<file path="config.mk">
export PLATFORM = sky130hd
export DESIGN_NAME = pl2_way_ctrl
export DESIGN_NICKNAME = d
export VERILOG_FILES = /design/src/rtl/pl2_pkg.sv /design/src/rtl/pl2_match_classify.sv /design/src/rtl/pl2_tag_enable.sv /design/src/rtl/pl2_way_source.sv /design/src/rtl/pl2_way_ctrl.sv
export SDC_FILE = /design/constraint.sdc
export NUM_CORES = 1
export LEC_CHECK = 0
export ABC_AREA = 1
export CORE_UTILIZATION = 38
export CTS_BUF_LIST = sky130_fd_sc_hd__clkbuf_8
export CTS_CLUSTER_SIZE = 25
export DETAILED_ROUTE_END_ITERATION = 7
export PLACE_DENSITY = 0.78
export SLEW_MARGIN = 20
export SYNTH_ARGS = -nofsm -noshare
export SYNTH_HDL_FRONTEND = slang
export SYNTH_HIERARCHICAL = 1
export SYNTH_SLANG_ARGS = --single-unit
</file>
<file path="constraint.sdc">
create_clock -name clk -period 1.3 [get_ports clk]
set_input_delay 0.26 -clock clk [delete_from_list [all_inputs] [get_ports clk]]
set_output_delay 0.26 -clock clk [all_outputs]
set_load 0.02 [all_outputs]
</file>
<file path="src/rtl/pl2_pkg.sv">
package pl2_pkg;

    typedef enum logic [2:0] {
        ST_IDLE        = 3'd0,
        ST_TAG_PHASE   = 3'd1,
        ST_DATA_DIRECT = 3'd2,
        ST_DATA_TAGGED = 3'd3,
        ST_MISS_RESP   = 3'd4
    } pl2_state_e;

    typedef enum logic [1:0] {
        MC_NONE   = 2'd0,
        MC_SINGLE = 2'd1,
        MC_MULTI  = 2'd2
    } pl2_match_class_e;

endpackage

</file>
<file path="src/rtl/pl2_match_classify.sv">
module pl2_match_classify #(
    parameter int NW = 4
) (
    input  logic [NW-1:0]                 match_vec,
    output pl2_pkg::pl2_match_class_e     match_class
);
    localparam int CW = $clog2(NW + 1);

    logic [CW-1:0] ones;

    always_comb begin
        ones = '0;
        for (int i = 0; i < NW; i++) begin
            ones = ones + CW'(match_vec[i]);
        end
    end

    always_comb begin
        if (ones == '0) begin
            match_class = pl2_pkg::MC_NONE;
        end else if (ones == CW'(1)) begin
            match_class = pl2_pkg::MC_SINGLE;
        end else begin
            match_class = pl2_pkg::MC_MULTI;
        end
    end
endmodule

</file>
<file path="src/rtl/pl2_tag_enable.sv">
module pl2_tag_enable #(
    parameter int NW = 4
) (
    input  logic          tag_phase,
    input  logic          hit_bypass,
    output logic [NW-1:0] tag_en
);
    for (genvar g = 0; g < NW; g++) begin : g_way
        assign tag_en[g] = hit_bypass ? 1'b0 : tag_phase;
    end
endmodule

</file>
<file path="src/rtl/pl2_way_source.sv">
module pl2_way_source #(
    parameter int NW = 4
) (
    input  logic          from_compare,
    input  logic [NW-1:0] dec_way,
    input  logic [NW-1:0] tag_match,
    output logic [NW-1:0] way_next
);
    for (genvar g = 0; g < NW; g++) begin : g_way
        assign way_next[g] = from_compare ? tag_match[g] : dec_way[g];
    end
endmodule

</file>
<file path="src/rtl/pl2_way_ctrl.sv">
module pl2_way_ctrl #(
    parameter int NW = 4
) (
    input  logic          clk,
    input  logic          rst_n,
    input  logic          req_valid,
    input  logic          req_write,
    input  logic          req_l1_hit,
    input  logic [NW-1:0] dec_way,
    input  logic [NW-1:0] tag_match,
    output logic [NW-1:0] tag_en,
    output logic [NW-1:0] data_sel,
    output logic          tag_skipped,
    output logic          busy,
    output logic          done,
    output logic          l2_miss,
    output logic          match_err
);
    import pl2_pkg::*;

    pl2_state_e       state_q;
    pl2_state_e       state_d;
    pl2_match_class_e mclass;
    logic [NW-1:0]    way_q;
    logic [NW-1:0]    way_next;
    logic             err_q;
    logic             accept;
    logic             direct_req;
    logic             in_tag;
    logic             in_direct;
    logic             load_way;

    assign accept     = req_valid && (state_q == ST_IDLE);
    assign direct_req = req_write && req_l1_hit;
    assign in_tag     = (state_q == ST_TAG_PHASE);
    assign in_direct  = (state_q == ST_DATA_DIRECT);

    pl2_match_classify #(.NW(NW)) u_cls (
        .match_vec   (tag_match),
        .match_class (mclass)
    );

    pl2_way_source #(.NW(NW)) u_src (
        .from_compare (in_tag),
        .dec_way      (dec_way),
        .tag_match    (tag_match),
        .way_next     (way_next)
    );

    pl2_tag_enable #(.NW(NW)) u_ten (
        .tag_phase  (in_tag),
        .hit_bypass (in_direct),
        .tag_en     (tag_en)
    );

    always_comb begin
        state_d = state_q;
        unique case (state_q)
            ST_IDLE: begin
                if (accept) begin
                    state_d = direct_req ? ST_DATA_DIRECT : ST_TAG_PHASE;
                end
            end
            ST_TAG_PHASE: begin
                state_d = (mclass == MC_SINGLE) ? ST_DATA_TAGGED : ST_MISS_RESP;
            end
            ST_DATA_DIRECT: state_d = ST_IDLE;
            ST_DATA_TAGGED: state_d = ST_IDLE;
            ST_MISS_RESP:   state_d = ST_IDLE;
            default:        state_d = ST_IDLE;
        endcase
    end

    assign load_way = (accept && direct_req) || (in_tag && (mclass == MC_SINGLE));

    always_ff @(posedge clk or negedge rst_n) begin
        if (!rst_n) begin
            state_q <= ST_IDLE;
            way_q   <= '0;
            err_q   <= 1'b0;
        end else begin
            state_q <= state_d;
            if (load_way) begin
                way_q <= way_next;
            end
            err_q <= in_tag && (mclass == MC_MULTI);
        end
    end

    always_comb begin
        data_sel    = '0;
        tag_skipped = 1'b0;
        busy        = 1'b1;
        done        = 1'b0;
        l2_miss     = 1'b0;
        match_err   = 1'b0;
        unique case (state_q)
            ST_IDLE: begin
                busy = 1'b0;
            end
            ST_TAG_PHASE: begin
                busy = 1'b1;
            end
            ST_DATA_DIRECT: begin
                data_sel    = way_q;
                tag_skipped = 1'b1;
                done        = 1'b1;
            end
            ST_DATA_TAGGED: begin
                data_sel = way_q;
                done     = 1'b1;
            end
            ST_MISS_RESP: begin
                done      = 1'b1;
                l2_miss   = 1'b1;
                match_err = err_q;
            end
            default: begin
                busy = 1'b0;
            end
        endcase
    end
endmodule

</file>
==> impl_metrics.json, run 1 <==
{
  "status": "complete, but fails checks",
  "violations": "setup timing",
  "synthAdderAreaFrac": 0.0747,
  "setup_slack_ns": -0.713,
  "worstPathRequired_ns": 1.45,
  "synth.yosys.seq_area_share": 0.332,
  "hold_viol": 0,
  "drv_slew": 0,
  "cp-start-kind": "primary input",
  "grt_use_total": 0.237,
  "min_period_over_period": 1.55,
  "finalSetupViolations": 20,
  "post_synth_xor_area_fraction": 0,
  "fin_cells": 159,
  "leakage_nw": 0.680,
  "grt_pass1_wl_um": 3150,
  "yosysUniqueCellTypes": 15,
  "cts_made_buffers": 3,
  "core.rowCount": 14,
  "skew_ns": 0.000303,
  "fp.coreArea_um2": 1490,
  "grt_max_degree": 9,
  "grt_pass1_vias": 748,
  "final_area_um2": 1310,
  "die_area_um2": 1750,
  "hold_ws_ns": 0.313,
  "area_growth_pct": 118,
  "slew_headroom": 0.764,
  "cts.sinks": 8,
  "avgRoutedWirePerCell_um": 15.4,
  "layout_common_cells": "nand2_1, buf_4, buf_6",
  "start_util": 0.405,
  "grt.busiest_layer": "met2",
  "root_buffer": "clkbuf_8",
  "ioPinCount": 26,
  "viasPerCell": 5.04,
  "worst_slew_pin_slew_ns": 0.352,
  "critPathMaxFanout": 7,
  "fillCellCount": 81,
  "portBuffers": 25,
  "die_w_um": 41.8,
  "ys_ff_latch": 8,
  "fp.dieH_um": 41.8,
  "avgSynthCellArea_um2": 6.56,
  "finalCriticalPeriod_ns": 2.01,
  "dp.final_hpwl_um": 1240,
  "cts_tree": "yes",
  "ant_nets": 0,
  "final_nets": 161,
  "synthesis.area_um2": 603,
  "drv_cap": 0,
  "synth_top_family_by_area": "simple AND/OR/NAND/NOR gates",
  "dpl.cell_count": 145,
  "crit_arrival_ns": 2.17,
  "ctsHoldBuffers": 0,
  "antenna_cells": 0,
  "clk_path_buf_depth": 2,
  "power.density_nw_per_um2": 2150,
  "cp-end-kind": "register",
  "drc": 0,
  "use_met1": 0.277,
  "drt_wl_total_um": 2440,
  "place_congestion": 0.755,
  "synthesis.nets": 108,
  "drive_gt1_frac": 0.608,
  "synth_compound_area_frac": 0.0124,
  "rsz0062_at_grt": "true",
  "cts_max_level": 1,
  "fmax_ghz": 0.497,
  "use_met2": 0.434,
  "vias": 801,
  "dr.pass1.iters": 4,
  "hp-class": "primary input to asynchronous set/reset pin",
  "dpl_cell_area_um2": 1010,
  "syn_inst": 92,
  "antenna_found_initial": 0,
  "use_met3": 0.0391,
  "clkLatencyLatePin_ns": 0.22,
  "criticalPathCategory": "primary input to register",
  "clkTransAtPathRegs_ns": 0.04,
  "synth_mux_area_frac": 0,
  "grt_overflow": 0,
  "first_iter_violations": 10,
  "yosys.area_share.simple": 0.407,
  "ir_drop_uv": 1380,
  "yosys_warnings": 6
}
[cells in the mapped netlist, drive strengths merged]
cell,number,area (um^2)
a21boi,1,7.51
buf,3,22.5
dfrtp,8,200
fa,1,20.0
ha,2,25.0
inv,22,82.6
nand2,28,108
nand3,12,65.1
nand4,1,6.26
nor2,13,56.3
nor3,1,10.0
[per-stage QoR]
stage	util	TNS, ns	setup slack, ns	power, mW
after floorplan	-	-6.05	-0.756	1.15
after global placement	0.677	-14.92	-1.44	1.74
after detailed placement	0.677	-15.78	-1.51	1.78
after CTS	0.792	-6.56	-0.615	2.42
after global routing	0.882	-8.18	-0.790	2.95
final	0.882	-7.13	-0.713	2.82
[sequential cells by signal (all words and copies together) (netlist names)]
signal / cells
way_q: 4
state_q: 3
err_q: 1
[timing repair]
action,4_1_cts,5_1_grt
resized for setup,113,31
setup buffers,8,3
setup endpoints to repair,21,21
pin swaps,14,11
[kinds of logic (layout without fill, tap and decap cells)]
family	after synthesis	count (layout)
and+or+nand+nor	55	55
buffers and inverters	25	76
DFF	8	8
adders and majority gates	3	3
AOI/OAI and AO/OA	1	1
[worst max-delay path, stage by stage]
cell and delay [ns]:
buf_8 0.09, inv_8 0.03, fa_1 0.52, inv_1 0.04, ha_2 0.19, ha_4 0.21
nor2_1 0.08, nand2_1 0.07, nand2_2 0.06, inv_2 0.05, nor2_4 0.12, nand3_4 0.14
nand2_4 0.13, nand3_2 0.08, nand2_1 0.10
[power by group]
part,internal [mW],switching [mW]
Combinational,1.00,1.07
Sequential,0.357,0.0970
Clock,0.200,0.0948
[cell type report]
class	count	area [um^2]	share of cell area
Inverter	22	90.1	0.0686
Tap cell	16	20.0	0.0153
Multi-Input combinational cell	59	468	0.357
Sequential cell	8	203	0.154
Clock buffer	3	41.3	0.0315
Timing Repair Buffer	51	490	0.374
[metal layers]
metal  share of wire  up-vias
met2            0.54       37
met4           0.044        0
met1            0.36      376
met5               0        -
met3           0.052       12
li1                -      376
[final timing paths]
| path | startpoint | end | slack [ns] | cells after the start |
|---|---|---|---|---|
| worst max-delay path | tag_match[3] | way_q[2] | -0.71 | 15 |
| min in group clk | tag_match[3] | way_q[3] | 0.41 | 5 |
| max in group asynchronous | rst_n | state_q[0] | 0.71 | 1 |
| worst max register to register | state_q[2] | way_q[2] | -0.30 | 10 |
| worst min-delay path | rst_n | err_q | 0.31 | 1 |
| worst min register to register | way_q[0] | way_q[0] | 0.63 | 3 |
(Power assumes the default switching activity.)
==> inputs of run 2 (changes only) <==
--- a/config.mk
+++ b/config.mk
@@ -11,6 +11,7 @@
 export CTS_CLUSTER_SIZE = 25
 export DETAILED_ROUTE_END_ITERATION = 7
 export PLACE_DENSITY = 0.78
+export REMOVE_ABC_BUFFERS = 1
 export SLEW_MARGIN = 20
 export SYNTH_ARGS = -nofsm -noshare
 export SYNTH_HDL_FRONTEND = slang
==> impl_metrics.json, run 2 (same netlist as run 1, synthesis figures left out) <==
{
  "core.rowCount": 14,
  "largest_reg_flops": 4,
  "clk_path_buf_depth": 2,
  "leakage_nw": 0.688,
  "root_buffer": "clkbuf_8",
  "die_area_um2": 1750,
  "rsz0062_at_grt": "true",
  "cts_tree": "yes",
  "drv_slew": 0,
  "setup_slack_ns": -0.691,
  "fillCellCount": 77,
  "critPathMaxFanout": 7,
  "cp-start-kind": "primary input",
  "p_int_mw": 1.54,
  "dp_slack_ns": -1.46,
  "p_clk_frac": 0.110,
  "p_switching_mw": 1.24,
  "place_congestion": 0.823,
  "final_nets": 161,
  "portBuffers": 25,
  "antenna_found_initial": 0,
  "combPwrFrac": 0.726,
  "cts_made_buffers": 3,
  "drv_cap": 0,
  "fp.coreArea_um2": 1490,
  "layout_common_cells": "nand2_1, buf_6, buf_4",
  "worstPathRequired_ns": 1.42,
  "swShare": 0.446,
  "viasPerCell": 5.16,
  "timing.critical_path.mode_cell": "inv_2",
  "ant_nets": 0,
  "criticalPathCategory": "primary input to register",
  "dr.pass1.iters": 4,
  "p_total_mw": 2.78,
  "first_iter_violations": 20,
  "power.density_nw_per_um2": 2100,
  "max_flop_register": "way_q",
  "start_util": 0.405,
  "crit_path_top_delay_cell": "fa_1",
  "drive_gt1_frac": 0.594,
  "area_growth_pct": 120,
  "worst_slew_pin_slew_ns": 0.369,
  "min_period_over_period": 1.53,
  "drc": 0,
  "cp_cell_sequence": "buf_8, inv_4, fa_1, inv_2, ha_4, ha_4, inv_2, nand3_2, nand2_1, inv_2, nor2_4, nand3_4, nand3_1, nand2_1",
  "cp-end-kind": "register",
  "top_regs": "way_q (4), state_q (3), err_q (1)",
  "ir_drop_uv": 1600,
  "finalSetupViolations": 21,
  "dp.final_hpwl_um": 1210,
  "grt_max_degree": 9,
  "avgRoutedWirePerCell_um": 14.9,
  "hold_viol": 0,
  "grt_pass1_vias": 806,
  "final_common_cell": "nand2_1",
  "status": "complete, but fails checks",
  "dpl_cell_area_um2": 956,
  "drt_wl_total_um": 2380,
  "cts.sinks": 8,
  "skew_ns": 0.00153,
  "clkLatencyLatePin_ns": 0.24,
  "final_area_um2": 1330,
  "clkTransAtPathRegs_ns": 0.04,
  "seq_power_share": 0.164,
  "fp.dieH_um": 41.8,
  "ioPinCount": 26,
  "cts_max_level": 1,
  "slew_headroom": 0.753,
  "fmax_ghz": 0.502,
  "crit_arrival_ns": 2.11,
  "hold_ws_ns": 0.307,
  "violations": "setup timing",
  "grt_overflow": 0,
  "antenna_cells": 0,
  "die_w_um": 41.8,
  "hp-class": "primary input to asynchronous set/reset pin",
  "grt_use_total": 0.263,
  "slowest_delay_ns": 0.55,
  "grt_pass1_wl_um": 3410,
  "vias": 820,
  "finalCriticalPeriod_ns": 1.99
}
-- run 2: worst paths after layout --
check,startpoint,end,slack (ns),depth (start not counted)
hold reg to reg,way_q[1],way_q[1],0.61,2
setup reg to reg,state_q[2],way_q[3],-0.32,9
max in group asynchronous,rst_n,state_q[0],0.71,1
setup / recovery,tag_match[3],way_q[3],-0.69,14
min in group clk,tag_match[0],way_q[0],0.36,5
hold / removal,rst_n,way_q[0],0.31,1
-- run 2: worst max-delay path, delay by kind of cell --
kind | cells | cell delay [ns]
adder cells (fa/ha/maj) | 3 | 0.93
buffers and inverters | 5 | 0.27
AND/OR/NAND/NOR | 6 | 0.64
-- run 2: final cells by class --
class,count,area [um^2],area share
sequential,8,201,0.152
clock buffer,3,41.3,0.0311
inverter,22,85.1,0.0641
tap,16,20.0,0.0151
multi-input combinational,59,475,0.358
timing repair buffer,51,504,0.380
-- run 2: power by group through the flow --
stage          sequential [mW]  clock [mW]  combinational [mW]
4_1_cts                  0.436       0.306                1.64
2_1_floorplan            0.423           0               0.622
3_3_place_gp             0.423           0                1.26
5_1_grt                  0.468       0.320                2.14
3_5_place_dp             0.427           0                1.28
6_report                 0.457       0.307                2.02
-- run 2: routing by layer --
metal  part of all wire  vias up  global-route usage
met1               0.36      388               0.269
met4              0.060        0               0.200
met5                  0        -                   0
li1                   -      373                   -
met2               0.53       43               0.472
met3              0.052       16              0.0391
-- run 2: stage by stage --
step | utilization | setup TNS, ns | cells
after floorplan | - | -7.18 | 89
after global placement | 0.642 | -14.66 | 144
after detailed placement | 0.642 | -15.63 | 144
after CTS | 0.792 | -6.28 | 155
after global routing | 0.892 | -8.45 | 159
final | 0.892 | -7.41 | 159
-- run 2: timing repair --
| item | in CTS | in global routing |
|---|---|---|
| cloned | 0 | 0 |
| hold buffers | 0 | 0 |
| buffers inserted | 8 | 5 |
| resized for setup | 125 | 29 |
| setup endpoints to repair | 21 | 21 |
| pin swaps | 10 | 13 |
